$ cat config.mk
export PLATFORM = sky130hd
export DESIGN_NAME = thread_sched
export DESIGN_NICKNAME = d
export VERILOG_FILES = /design/src/rtl/ts_pkg.sv /design/src/rtl/ts_free_fifo.sv /design/src/rtl/ts_runq.sv /design/src/rtl/thread_sched.sv
export SDC_FILE = /design/constraint.sdc
export NUM_CORES = 1
export LEC_CHECK = 0
export BUFFER_PORTS_ARGS = -buffer_cell sky130_fd_sc_hd__clkbuf_2
export CORE_MARGIN = 1
export CORE_UTILIZATION = 39
export CTS_CLUSTER_DIAMETER = 150
export DETAILED_ROUTE_END_ITERATION = 6
export GPL_TIMING_DRIVEN = 0
export MAX_ROUTING_LAYER = met4
export PLACE_DENSITY = 0.66
export SETUP_SLACK_MARGIN = 0.4
export SYNTH_ARGS = -nofsm -noshare
export SYNTH_HDL_FRONTEND = slang
export SYNTH_SLANG_ARGS = --single-unit
$ cat constraint.sdc
create_clock -name clk -period 4.1 [get_ports clk]
set_input_delay 0.82 -clock clk [delete_from_list [all_inputs] [get_ports clk]]
set_output_delay 0.82 -clock clk [all_outputs]
set_load 0.02 [all_outputs]
$ cat src/rtl/ts_pkg.sv
package ts_pkg;
  typedef enum logic [1:0] {
    CMD_NONE   = 2'd0,
    CMD_CREATE = 2'd1,
    CMD_ENQ    = 2'd2,
    CMD_DEL    = 2'd3
  } ts_cmd_e;
endpackage

$ cat src/rtl/ts_free_fifo.sv
module ts_free_fifo #(
  parameter int N  = 8,
  parameter int TW = 3,
  parameter int CW = 4
) (
  input  logic          clk,
  input  logic          rst_n,
  input  logic          pop,
  input  logic          push,
  input  logic [TW-1:0] push_id,
  output logic [TW-1:0] head_id,
  output logic          empty,
  output logic [CW-1:0] cnt
);
  logic [TW-1:0] slot [N];
  logic [TW-1:0] rd_p, wr_p;

  function automatic logic [TW-1:0] wrap_inc(input logic [TW-1:0] p);
    return (p == TW'(N-1)) ? '0 : p + 1'b1;
  endfunction

  assign head_id = slot[rd_p];
  assign empty   = (cnt == '0);

  always_ff @(posedge clk or negedge rst_n) begin
    if (!rst_n) begin
      for (int i = 0; i < N; i++) slot[i] <= TW'(i);
      rd_p <= '0;
      wr_p <= '0;
      cnt  <= CW'(N);
    end else begin
      if (push) begin
        slot[wr_p] <= push_id;
        wr_p       <= wrap_inc(wr_p);
      end
      if (pop) rd_p <= wrap_inc(rd_p);
      if (push && !pop)      cnt <= cnt + 1'b1;
      else if (pop && !push) cnt <= cnt - 1'b1;
    end
  end

  AST_NO_OVERFLOW: assert property (@(posedge clk) disable iff (!rst_n)
    push |-> (cnt < CW'(N)));
  AST_POP_NONEMPTY: assert property (@(posedge clk) disable iff (!rst_n)
    pop |-> !empty);
endmodule

$ cat src/rtl/ts_runq.sv
module ts_runq #(
  parameter int N  = 8,
  parameter int TW = 3,
  parameter int CW = 4
) (
  input  logic          clk,
  input  logic          rst_n,
  input  logic          enq_go,
  input  logic [TW-1:0] enq_id,
  input  logic          del_go,
  input  logic [TW-1:0] del_id,
  input  logic [N-1:0]  in_pipe,
  output logic [N-1:0]  in_q,
  output logic          issue_valid,
  output logic [TW-1:0] issue_tid
);
  logic [TW-1:0] nxt   [N];
  logic [TW-1:0] nxt_d [N];
  logic [N-1:0]  in_q_d, pred_hit;
  logic [TW-1:0] tail, tail_d, cur, cur_d, pred;
  logic [CW-1:0] qcnt, qcnt_d;
  logic          stall;

  for (genvar g = 0; g < N; g++) begin : g_pred
    assign pred_hit[g] = in_q[g] && (nxt[g] == del_id) && (TW'(g) != del_id);
  end

  always_comb begin
    pred = '0;
    for (int i = 0; i < N; i++) if (pred_hit[i]) pred = TW'(i);
  end

  assign stall       = in_q[cur] && in_pipe[cur];
  assign issue_valid = in_q[cur] && !in_pipe[cur];
  assign issue_tid   = cur;

  always_comb begin
    for (int i = 0; i < N; i++) nxt_d[i] = nxt[i];
    in_q_d = in_q;
    tail_d = tail;
    qcnt_d = qcnt;
    if (enq_go) begin
      if (qcnt == '0) begin
        nxt_d[enq_id] = enq_id;
      end else begin
        nxt_d[enq_id] = nxt[tail];
        nxt_d[tail]   = enq_id;
      end
      tail_d         = enq_id;
      in_q_d[enq_id] = 1'b1;
      qcnt_d         = qcnt + 1'b1;
    end else if (del_go && in_q[del_id]) begin
      in_q_d[del_id] = 1'b0;
      qcnt_d         = qcnt - 1'b1;
      if (qcnt != CW'(1)) begin
        nxt_d[pred] = nxt[del_id];
        if (tail == del_id) tail_d = pred;
      end
    end
    if (enq_go && qcnt == '0) cur_d = enq_id;
    else if (stall)           cur_d = cur;
    else                      cur_d = nxt_d[cur];
  end

  always_ff @(posedge clk or negedge rst_n) begin
    if (!rst_n) begin
      for (int i = 0; i < N; i++) nxt[i] <= TW'(i);
      in_q <= '0;
      tail <= '0;
      cur  <= '0;
      qcnt <= '0;
    end else begin
      for (int i = 0; i < N; i++) nxt[i] <= nxt_d[i];
      in_q <= in_q_d;
      tail <= tail_d;
      cur  <= cur_d;
      qcnt <= qcnt_d;
    end
  end

  AST_STALL_HOLD: assert property (@(posedge clk) disable iff (!rst_n)
    stall |=> (cur == $past(cur)));
  AST_EMPTY_IDLE: assert property (@(posedge clk) disable iff (!rst_n)
    (qcnt == '0) |-> !issue_valid);
  AST_PRED_UNIQUE: assert property (@(posedge clk) disable iff (!rst_n)
    $onehot0(pred_hit));
  AST_COUNT_MATCH: assert property (@(posedge clk) disable iff (!rst_n)
    $countones(in_q) == int'(qcnt));
endmodule

$ cat src/rtl/thread_sched.sv
module thread_sched #(
  parameter int NTHR = 8,
  localparam int TW  = (NTHR > 1) ? $clog2(NTHR) : 1
) (
  input  logic            clk,
  input  logic            rst_n,
  input  logic            create_req,
  output logic            create_done,
  output logic            create_fail,
  output logic [TW-1:0]   create_tid,
  input  logic            enq_req,
  input  logic [TW-1:0]   enq_tid,
  input  logic            del_req,
  input  logic [TW-1:0]   del_tid,
  input  logic [NTHR-1:0] in_pipe,
  output logic            issue_valid,
  output logic [TW-1:0]   issue_tid
);
  import ts_pkg::*;
  localparam int CW = $clog2(NTHR + 1);

  logic [NTHR-1:0] alloc, in_q;
  logic [TW-1:0]   pool_head;
  logic            pool_empty;
  logic [CW-1:0]   pool_cnt;
  ts_cmd_e         cmd;
  logic            do_pop, do_push;

  always_comb begin
    if (del_req && alloc[del_tid])                      cmd = CMD_DEL;
    else if (enq_req && alloc[enq_tid] && !in_q[enq_tid]) cmd = CMD_ENQ;
    else if (create_req)                                cmd = CMD_CREATE;
    else                                                cmd = CMD_NONE;
  end

  assign do_pop  = (cmd == CMD_CREATE) && !pool_empty;
  assign do_push = (cmd == CMD_DEL);

  ts_free_fifo #(.N(NTHR), .TW(TW), .CW(CW)) u_pool (
    .clk(clk), .rst_n(rst_n), .pop(do_pop), .push(do_push),
    .push_id(del_tid), .head_id(pool_head), .empty(pool_empty), .cnt(pool_cnt)
  );

  ts_runq #(.N(NTHR), .TW(TW), .CW(CW)) u_runq (
    .clk(clk), .rst_n(rst_n),
    .enq_go(cmd == CMD_ENQ), .enq_id(enq_tid),
    .del_go(cmd == CMD_DEL), .del_id(del_tid),
    .in_pipe(in_pipe), .in_q(in_q),
    .issue_valid(issue_valid), .issue_tid(issue_tid)
  );

  always_ff @(posedge clk or negedge rst_n) begin
    if (!rst_n) begin
      alloc       <= '0;
      create_done <= 1'b0;
      create_fail <= 1'b0;
      create_tid  <= '0;
    end else begin
      create_done <= (cmd == CMD_CREATE);
      create_fail <= (cmd == CMD_CREATE) && pool_empty;
      if (do_pop) begin
        alloc[pool_head] <= 1'b1;
        create_tid       <= pool_head;
      end
      if (do_push) alloc[del_tid] <= 1'b0;
    end
  end

  AST_QUEUED_ALLOC: assert property (@(posedge clk) disable iff (!rst_n)
    (in_q & ~alloc) == '0);
  AST_ISSUE_ALLOC: assert property (@(posedge clk) disable iff (!rst_n)
    issue_valid |-> alloc[issue_tid]);
  AST_ID_CONSERVE: assert property (@(posedge clk) disable iff (!rst_n)
    (int'(pool_cnt) + $countones(alloc)) == NTHR);
  AST_CREATE_FAIL: assert property (@(posedge clk) disable iff (!rst_n)
    (create_req && !del_req && !enq_req && pool_empty) |=> (create_done && create_fail));
  AST_DEL_BEATS_CREATE: assert property (@(posedge clk) disable iff (!rst_n)
    (del_req && alloc[del_tid] && create_req) |=> !create_done);
endmodule

Word level (Yosys, flattened, before mapping)
Cells that the tools add are included.

storage, ports and cells
  output and inout port bits = 9
  register bits = 89
  word-level logic and storage cells = 202
  input port bits = 19

operators by class
  bitwise logic cells = 12
  reductions and logical operators = 44
  add/sub/neg operators = 6
  magnitude comparators = 18
  muxes and demuxes = 73
  eq/ne operators = 22

operators by type and width
  kind                                                                                 number
  24-bit bitwise mux                                                                   5
  24-bit 2-to-1 mux                                                                    4
  3-bit 2-to-1 mux                                                                     24
  3-bit binary-select mux with 3-bit select                                            4
  3-bit demux with 3-bit select                                                        4
  1-bit logical AND                                                                    32
  8-bit 2-to-1 mux                                                                     4
  4-bit greater-or-equal comparator, second input constant                             7
  3-bit NOT with 4-bit output                                                          7
  3-bit equality test                                                                  8
  1-bit binary-select mux with 3-bit select                                            6
  8-bit AND                                                                            2
  3-bit by 4-bit less-than comparator with 1-bit output, second input constant         4
  4-bit by 1-bit less-than comparator with 1-bit output, second input constant         4
  4-bit 2-to-1 mux                                                                     4
  8-bit OR                                                                             2
  3-bit inequality test, first input constant                                          4
  1-bit 2-to-1 mux                                                                     11
  1-bit demux with 3-bit select                                                        3
  3-bit by 1-bit greater-or-equal comparator with 1-bit output, second input constant  3
  4-bit by 1-bit adder with 4-bit output, second input constant                        2
  4-bit zero test                                                                      2
  2-bit 2-to-1 mux                                                                     4
  8-bit NOT                                                                            1
  12 further kinds                                                                     24

Longest topological paths before layout
  depth after elaboration = 24
  gate-level depth with buffers = 13
  gate-level depth less buffers = 10

Modules after synthesis
From an unflattened synthesis, not the netlist that was laid out.

second synthesis, totals
  cells, all modules = 713
  area, all modules = 6961.7 um^2

by module, submodules not included
  module        cells each  seq. area each (um^2)  times used  area each (um^2)
  ts_runq       512         1066.0                 1           4292.9
  ts_free_fifo  120         867.1                  1           1755.4
  thread_sched  81          325.3                  1           913.4

Worst setup path after synthesis
Ideal clock, no wire load.

  path type = input to register
  start = input del_tid[1]
  end = register u_runq.cur[0], in the netlist u_runq.issue_tid[0]
  stages on the path = 11
  path buffers = 2
  setup time = 0.100 ns
  arrival time = 3.133 ns
  path slack = 0.866 ns
  required time = 4.000 ns
  cell sequence = buf_4 -> buf_6 -> nor2b_1 -> a2111oi_0 -> o211ai_1 -> nor4_1 -> and2_1 -> mux2_2 -> a21oi_1 -> nand4b_1 -> nor4bb_1

on the way
  longest elaborated chain between the ends = 24
  elaborated cells between the ends (all ways) = 65
  those cells by class = order compare (2); eq/ne (17); mux (26); bitwise (2); reduce/logical (18)

ends and longest elaborated chain
  what                                                                                                                                     line                text
  start: declaration                                                                                                                       thread_sched.sv:14  input logic [TW-1:0] del_tid,
  3-bit equality test                                                                                                                      ts_runq.sv:25       assign pred_hit[g] = in_q[g] && (nxt[g] == del_id) && (TW'(g) != del_id);
  1-bit logical AND (2 in a row)                                                                                                           ts_runq.sv:25
  1-bit 2-to-1 mux                                                                                                                         ts_runq.sv:30       for (int i = 0; i < N; i++) if (pred_hit[i]) pred = TW'(i);
  2-bit 2-to-1 mux (2 in a row)                                                                                                            ts_runq.sv:30
  3-bit 2-to-1 mux (4 in a row)                                                                                                            ts_runq.sv:30
  3-bit NOT with 4-bit output (implied by the code)                                                                                        ts_runq.sv:56       nxt_d[pred] = nxt[del_id];
  4-bit greater-or-equal comparator (implied by the code) / 4-bit by 1-bit less-than comparator with 1-bit output (equally long branches)  ts_runq.sv:56
  1-bit logical AND (implied by the code)                                                                                                  ts_runq.sv:56
  (+2 left out)                                                                                                                            --
  24-bit bitwise mux                                                                                                                       ts_runq.sv:56
  24-bit 2-to-1 mux                                                                                                                        ts_runq.sv:55       if (qcnt != CW'(1)) begin
  24-bit 2-to-1 mux                                                                                                                        ts_runq.sv:52       end else if (del_go && in_q[del_id]) begin
  24-bit 2-to-1 mux                                                                                                                        ts_runq.sv:42       if (enq_go) begin
  3-bit binary-select mux with 3-bit select                                                                                                ts_runq.sv:62       else cur_d = nxt_d[cur];
  3-bit 2-to-1 mux (implied by the code) (2 in a row)                                                                                      ts_runq.sv:62
  3-bit 2-to-1 mux                                                                                                                         ts_runq.sv:61       else if (stall) cur_d = cur;
  3-bit 2-to-1 mux                                                                                                                         ts_runq.sv:60       if (enq_go && qcnt == '0) cur_d = enq_id;
  end signal: assignment                                                                                                                   ts_runq.sv:76       cur <= cur_d;
  end: declaration                                                                                                                         ts_runq.sv:20       logic [TW-1:0] tail, tail_d, cur, cur_d, pred;

Parallel ways exist; a longest one is shown, timed or not. The select of a mux whose other input is x is not followed.
A chain may end at the register's enable or synchronous reset.

==> impl_results.html <==
<table>
<tr><th>Metric</th><th>Value</th></tr>
<tr><th colspan="2">Status</th></tr>
<tr><td>Run status</td><td>complete, no violations</td></tr>
<tr><th colspan="2">STA</th></tr>
<tr><td>Hold_ws</td><td>404 ps</td></tr>
<tr><td>RSZ-0062 raised after global routing</td><td>true</td></tr>
<tr><td>Count of pins over their slew limit</td><td>0</td></tr>
<tr><td>Slew at the pin with the worst max-slew slack</td><td>884 ps</td></tr>
<tr><td>FMAX</td><td>0.274 GHz</td></tr>
<tr><td>Final Hold Viols</td><td>0</td></tr>
<tr><td>Post-Route Skew</td><td>10.0 ps</td></tr>
<tr><td>Number of failing setup endpoints in the final timing report</td><td>0</td></tr>
<tr><td>Final min period</td><td>3650 ps</td></tr>
<tr><td>Worst path setup slack after routing</td><td>453 ps</td></tr>
<tr><td>Relative slew slack</td><td>40.2%</td></tr>
<tr><td>Final critical-path share of the clock period</td><td>89.0%</td></tr>
<tr><th colspan="2">Floorplan</th></tr>
<tr><td>Effective utilization at floorplan</td><td>40.2%</td></tr>
<tr><td>Total die area</td><td>17000 sq um</td></tr>
<tr><td>Core box area</td><td>16000 sq um</td></tr>
<tr><td>Floorplan die width</td><td>130 microns</td></tr>
<tr><td>Overall die height</td><td>130 microns</td></tr>
<tr><td>Number of placed I/O pins</td><td>28</td></tr>
<tr><td>Placement Rows</td><td>46</td></tr>
<tr><th colspan="2">Power</th></tr>
<tr><td>Int Pwr</td><td>2.95 mW</td></tr>
<tr><td>Proportion of power drawn by the clock network</td><td>15.9%</td></tr>
<tr><td>Power per cell area</td><td>753 nW/um^2</td></tr>
<tr><td>Standby leakage power</td><td>2.86 nW</td></tr>
<tr><td>Portion of total power attributed to combinational logic</td><td>49.4%</td></tr>
<tr><td>Switching Power</td><td>2.45 mW</td></tr>
<tr><td>Sequential share of power</td><td>34.7%</td></tr>
<tr><td>Switching fraction of total power</td><td>45.4%</td></tr>
<tr><td>Worst vdd ir</td><td>0.000382 V</td></tr>
<tr><th colspan="2">Finish</th></tr>
<tr><td>Number of filler instances in the final layout</td><td>1623</td></tr>
<tr><td>Share of final-layout standard cells stronger than drive strength 1</td><td>21.5%</td></tr>
<tr><td>Most common cell after layout, fill and taps aside</td><td>sky130_fd_sc_hd__dfrtp_1</td></tr>
<tr><td>Post-synthesis to final-layout area growth</td><td>11.5%</td></tr>
<tr><td>Post-route standard cell area excluding fillers</td><td>7160 sq um</td></tr>
<tr><td>Fraction of the core area covered by cells at the end of the flow</td><td>44.8%</td></tr>
<tr><td>N_diodes</td><td>0</td></tr>
<tr><td>Commonest cells after routing, fill and taps aside</td><td>sky130_fd_sc_hd__dfrtp_1 (64), sky130_fd_sc_hd__nand2_1 (63), sky130_fd_sc_hd__nor2_1 (53)</td></tr>
<tr><td>Number of nets in the layout</td><td>745</td></tr>
<tr><th colspan="2">Synthesis</th></tr>
<tr><td>Post-synthesis cell area</td><td>6420 sq um</td></tr>
<tr><td>Sequential fraction of the synthesis area</td><td>35.2%</td></tr>
<tr><td>Count of distinct cell types in the synthesized netlist</td><td>81</td></tr>
<tr><td>Synth Area per Inst</td><td>9.43 sq um</td></tr>
<tr><td>Cell accounting for the most synthesized area</td><td>sky130_fd_sc_hd__dfrtp_1</td></tr>
<tr><td>Post-synth EDFFs</td><td>0</td></tr>
<tr><td>Async set-or-reset flop fraction in the synthesized netlist</td><td>100%</td></tr>
<tr><td>Most used flip-flop cell after synthesis</td><td>sky130_fd_sc_hd__dfrtp_1</td></tr>
<tr><td>#FFs+latches synth</td><td>89</td></tr>
<tr><td>Syn nets</td><td>711</td></tr>
<tr><td>Yosys warns</td><td>0</td></tr>
<tr><td>Gate count after technology mapping</td><td>681</td></tr>
<tr><td>Top cells by area in the synthesized netlist</td><td>sky130_fd_sc_hd__dfrtp_1 (25%), sky130_fd_sc_hd__dfstp_2 (10%), sky130_fd_sc_hd__mux2_2 (6.3%)</td></tr>
<tr><td>Area share of the largest cell type after synthesis</td><td>24.9%</td></tr>
<tr><th colspan="2">Clock network</th></tr>
<tr><td>Number of H-tree branching levels</td><td>3</td></tr>
<tr><td>Worst-path clk slew</td><td>80 ps</td></tr>
<tr><td>Number of post-CTS setup repair buffers</td><td>0</td></tr>
<tr><td>CTS root buffer</td><td>sky130_fd_sc_hd__clkbuf_16</td></tr>
<tr><td>CTS max path bufs</td><td>2</td></tr>
<tr><td>Quantity of hold-fixing buffers added after cts</td><td>0</td></tr>
<tr><td>Clk_lat worst skew</td><td>360 ps</td></tr>
<tr><td>Clock sink count</td><td>89</td></tr>
<tr><td>Number of CTS-inserted buffers</td><td>9</td></tr>
<tr><td>Clock tree from TritonCTS</td><td>done</td></tr>
<tr><th colspan="2">Placed design</th></tr>
<tr><td>Number of buffer cells added on primary ports</td><td>22</td></tr>
<tr><td>Detailed Place HPWL</td><td>14900 microns</td></tr>
<tr><td>Worst slack at placement</td><td>7.74 ps</td></tr>
<tr><td>Total cell area at the placement stage</td><td>6840 sq um</td></tr>
<tr><td>RD Place Congestion</td><td>1.05</td></tr>
<tr><th colspan="2">Routing</th></tr>
<tr><td>DRC violations left</td><td>0</td></tr>
<tr><td>Average wire length per cell after detail routing</td><td>21.6 microns</td></tr>
<tr><td>DRT iter0 DRCs</td><td>709</td></tr>
<tr><td>Wire length reported by the detailed router</td><td>20200 microns</td></tr>
<tr><td>First-pass iteration count of the detailed router</td><td>5</td></tr>
<tr><td>Via count of the routed design</td><td>5832</td></tr>
<tr><td>Number of nets still failing antenna checks after routing</td><td>0</td></tr>
<tr><td>Vias per cell</td><td>6.23</td></tr>
<tr><th colspan="2">Global route</th></tr>
<tr><td>Global-route wire length before repair</td><td>31200 microns</td></tr>
<tr><td>Vias in the first global route</td><td>5549</td></tr>
<tr><td>Maximum number of pins on one net before global-route repair</td><td>66</td></tr>
<tr><td>Gr ovfl total</td><td>0</td></tr>
<tr><td>Number of antenna violations at the first check in global routing</td><td>0</td></tr>
<tr><td>Global-route usage over all layers</td><td>25.5%</td></tr>
<tr><th colspan="2">Setup path</th></tr>
<tr><td>Critical Path End Type</td><td>flop</td></tr>
<tr><td>Terminus of the critical flop-to-flop path</td><td>u_runq.issue_tid[2]$_DFFE_PN0P_</td></tr>
<tr><td>Crit path to</td><td>u_runq.issue_tid[0]$_DFFE_PN0P_</td></tr>
<tr><td>Reg-to-reg setup timing slack</td><td>780 ps</td></tr>
<tr><td>Crit path launch</td><td>del_tid[2]</td></tr>
<tr><td>Crit path max fanout</td><td>6</td></tr>
<tr><td>Number of cells on the worst reg-to-reg path</td><td>11</td></tr>
<tr><td>Setup crit start kind</td><td>input port</td></tr>
<tr><td>Data arrival, critical path</td><td>3920 ps</td></tr>
<tr><td>CP Class</td><td>input port to flop</td></tr>
<tr><td>CP Data Required Time</td><td>4370 ps</td></tr>
<tr><td>Critical register-to-register path startpoint</td><td>alloc[6]$_DFF_PN0_</td></tr>
<tr><th colspan="2">Run</th></tr>
<tr><td>Max-capacitance violation count</td><td>0</td></tr>
<tr><th colspan="2">Min path</th></tr>
<tr><td>Class of the tightest hold or removal check</td><td>input port to async pin</td></tr>
</table>
cells by family after synthesis:
kind of cell | after synthesis | share of synthesized area [%]
compound gates | 171 | 19.1
buf+inv | 58 | 4.42
mux | 76 | 15.5
fa+ha+maj | 11 | 2.26
flops | 89 | 35.2
simple gates | 254 | 20.6
xor+xnor | 22 | 3.00
critical path, cell delays in order:
cell and delay, ps:
sky130_fd_sc_hd__clkbuf_2 140, sky130_fd_sc_hd__nor2b_1 480, sky130_fd_sc_hd__nor2_1 100, sky130_fd_sc_hd__o2111ai_1 480, sky130_fd_sc_hd__nand4_1 260, sky130_fd_sc_hd__nor4b_2 460, sky130_fd_sc_hd__mux2_2 380, sky130_fd_sc_hd__a21oi_1 360
sky130_fd_sc_hd__a211oi_1 160, sky130_fd_sc_hd__nor4bb_1 270
what timing repair did:
action / in CTS / in global routing
gates resized for setup: 1 / 2
setup endpoints to repair: 1 / 3
hold endpoints to repair: 0 / 0
pin swaps: 0 / 1
flip-flops by register name, summed over array words and instances, names as in the netlist, 3 cells and up:
register          flops
alloc                 8
u_pool.rd_p           3
u_runq.nxt           24
u_runq.tail           3
u_pool.wr_p           3
u_runq.in_q           8
create_tid            3
u_runq.issue_tid      3
u_runq.qcnt           4
u_pool.slot          24
u_pool.cnt            4
Yosys cell counts, types with 4 or more instances:
master,number
sky130_fd_sc_hd__inv_1,11
sky130_fd_sc_hd__o31ai_1,8
sky130_fd_sc_hd__nor3_1,23
sky130_fd_sc_hd__buf_4,4
sky130_fd_sc_hd__nor2_1,53
sky130_fd_sc_hd__nor4_1,6
sky130_fd_sc_hd__dfstp_2,25
sky130_fd_sc_hd__nor3b_1,5
sky130_fd_sc_hd__nand4_1,7
sky130_fd_sc_hd__a22oi_1,15
sky130_fd_sc_hd__clkbuf_1,21
sky130_fd_sc_hd__nand3b_1,7
sky130_fd_sc_hd__nand2b_1,10
sky130_fd_sc_hd__nor2b_1,8
sky130_fd_sc_hd__buf_6,5
sky130_fd_sc_hd__mux4_2,15
sky130_fd_sc_hd__xor2_1,6
sky130_fd_sc_hd__a221o_1,7
sky130_fd_sc_hd__or3_1,4
sky130_fd_sc_hd__nor4b_1,5
sky130_fd_sc_hd__dfrtp_1,64
sky130_fd_sc_hd__nand2_1,63
sky130_fd_sc_hd__and2_1,12
sky130_fd_sc_hd__o211ai_1,7
sky130_fd_sc_hd__a211oi_1,4
sky130_fd_sc_hd__a31oi_1,6
sky130_fd_sc_hd__o311a_1,4
sky130_fd_sc_hd__nand3_1,26
sky130_fd_sc_hd__mux2i_1,25
sky130_fd_sc_hd__buf_1,5
sky130_fd_sc_hd__o211a_1,7
sky130_fd_sc_hd__mux2_2,36
sky130_fd_sc_hd__o21ai_0,32
sky130_fd_sc_hd__o22ai_1,11
sky130_fd_sc_hd__ha_1,10
sky130_fd_sc_hd__and3_1,5
sky130_fd_sc_hd__buf_2,11
sky130_fd_sc_hd__a21oi_1,26
sky130_fd_sc_hd__xnor2_1,16
sky130_fd_sc_hd__a21o_1,4
layout make-up:
class	instances	area [sq um]	share of cell area (%)
Buffer	46	239	3.34
Multi-Input combinational cell	534	3900	54.5
Sequential cell	89	2260	31.5
Tap cell	216	270	3.77
Timing Repair Buffer	23	140	1.96
Clock inverter	7	83.8	1.17
Clock buffer	9	225	3.14
Inverter	12	45.0	0.629
power groups by stage:
stage	sequential [mW]	clock (mW)	combinational (mW)
after global routing	1.90	0.900	2.88
after global placement	1.85	0	2.57
after floorplan	1.68	0	1.96
after CTS	1.84	0.871	2.61
after detailed placement	1.84	0	2.60
final	1.87	0.858	2.67
worst min path at each step:
stage                                            from                               to  slack, ps  cells after the start
after global routing                            rst_n  u_runq.issue_tid[2]$_DFFE_PN0P_        430                      1
after CTS                                       rst_n  u_runq.issue_tid[2]$_DFFE_PN0P_        410                      1
final                                           rst_n         u_runq.nxt[14]$_DFF_PN0_        400                      1
after floorplan           u_pool.slot[14]$_DFFE_PN0P_      u_pool.slot[14]$_DFFE_PN0P_        440                      2
after global placement     u_runq.qcnt[3]$_DFFE_PN0P_       u_runq.qcnt[3]$_DFFE_PN0P_        460                      1
after detailed placement  u_pool.slot[14]$_DFFE_PN0P_      u_pool.slot[14]$_DFFE_PN0P_        470                      2
layer usage:
| metal | wire (microns) | track usage [%] | vias up |
|---|---|---|---|
| met5 | 0 | - | - |
| met1 | 8440 | 33.5 | 2792 |
| met2 | 8660 | 36.8 | 333 |
| met4 | 773 | 11.2 | 0 |
| met3 | 2340 | 6.56 | 74 |
| li1 | - | - | 2633 |
metrics by stage:
step                std cells  total power, mW  TNS, ps
CTS                       936             5.32        0
global placement          919             4.42    -4.02
global route              936             5.68        0
finish                    936             5.40        0
floorplan                 681             3.64        0
detailed placement        920             4.44        0
Note: power is estimated with default switching activity, not from simulation.
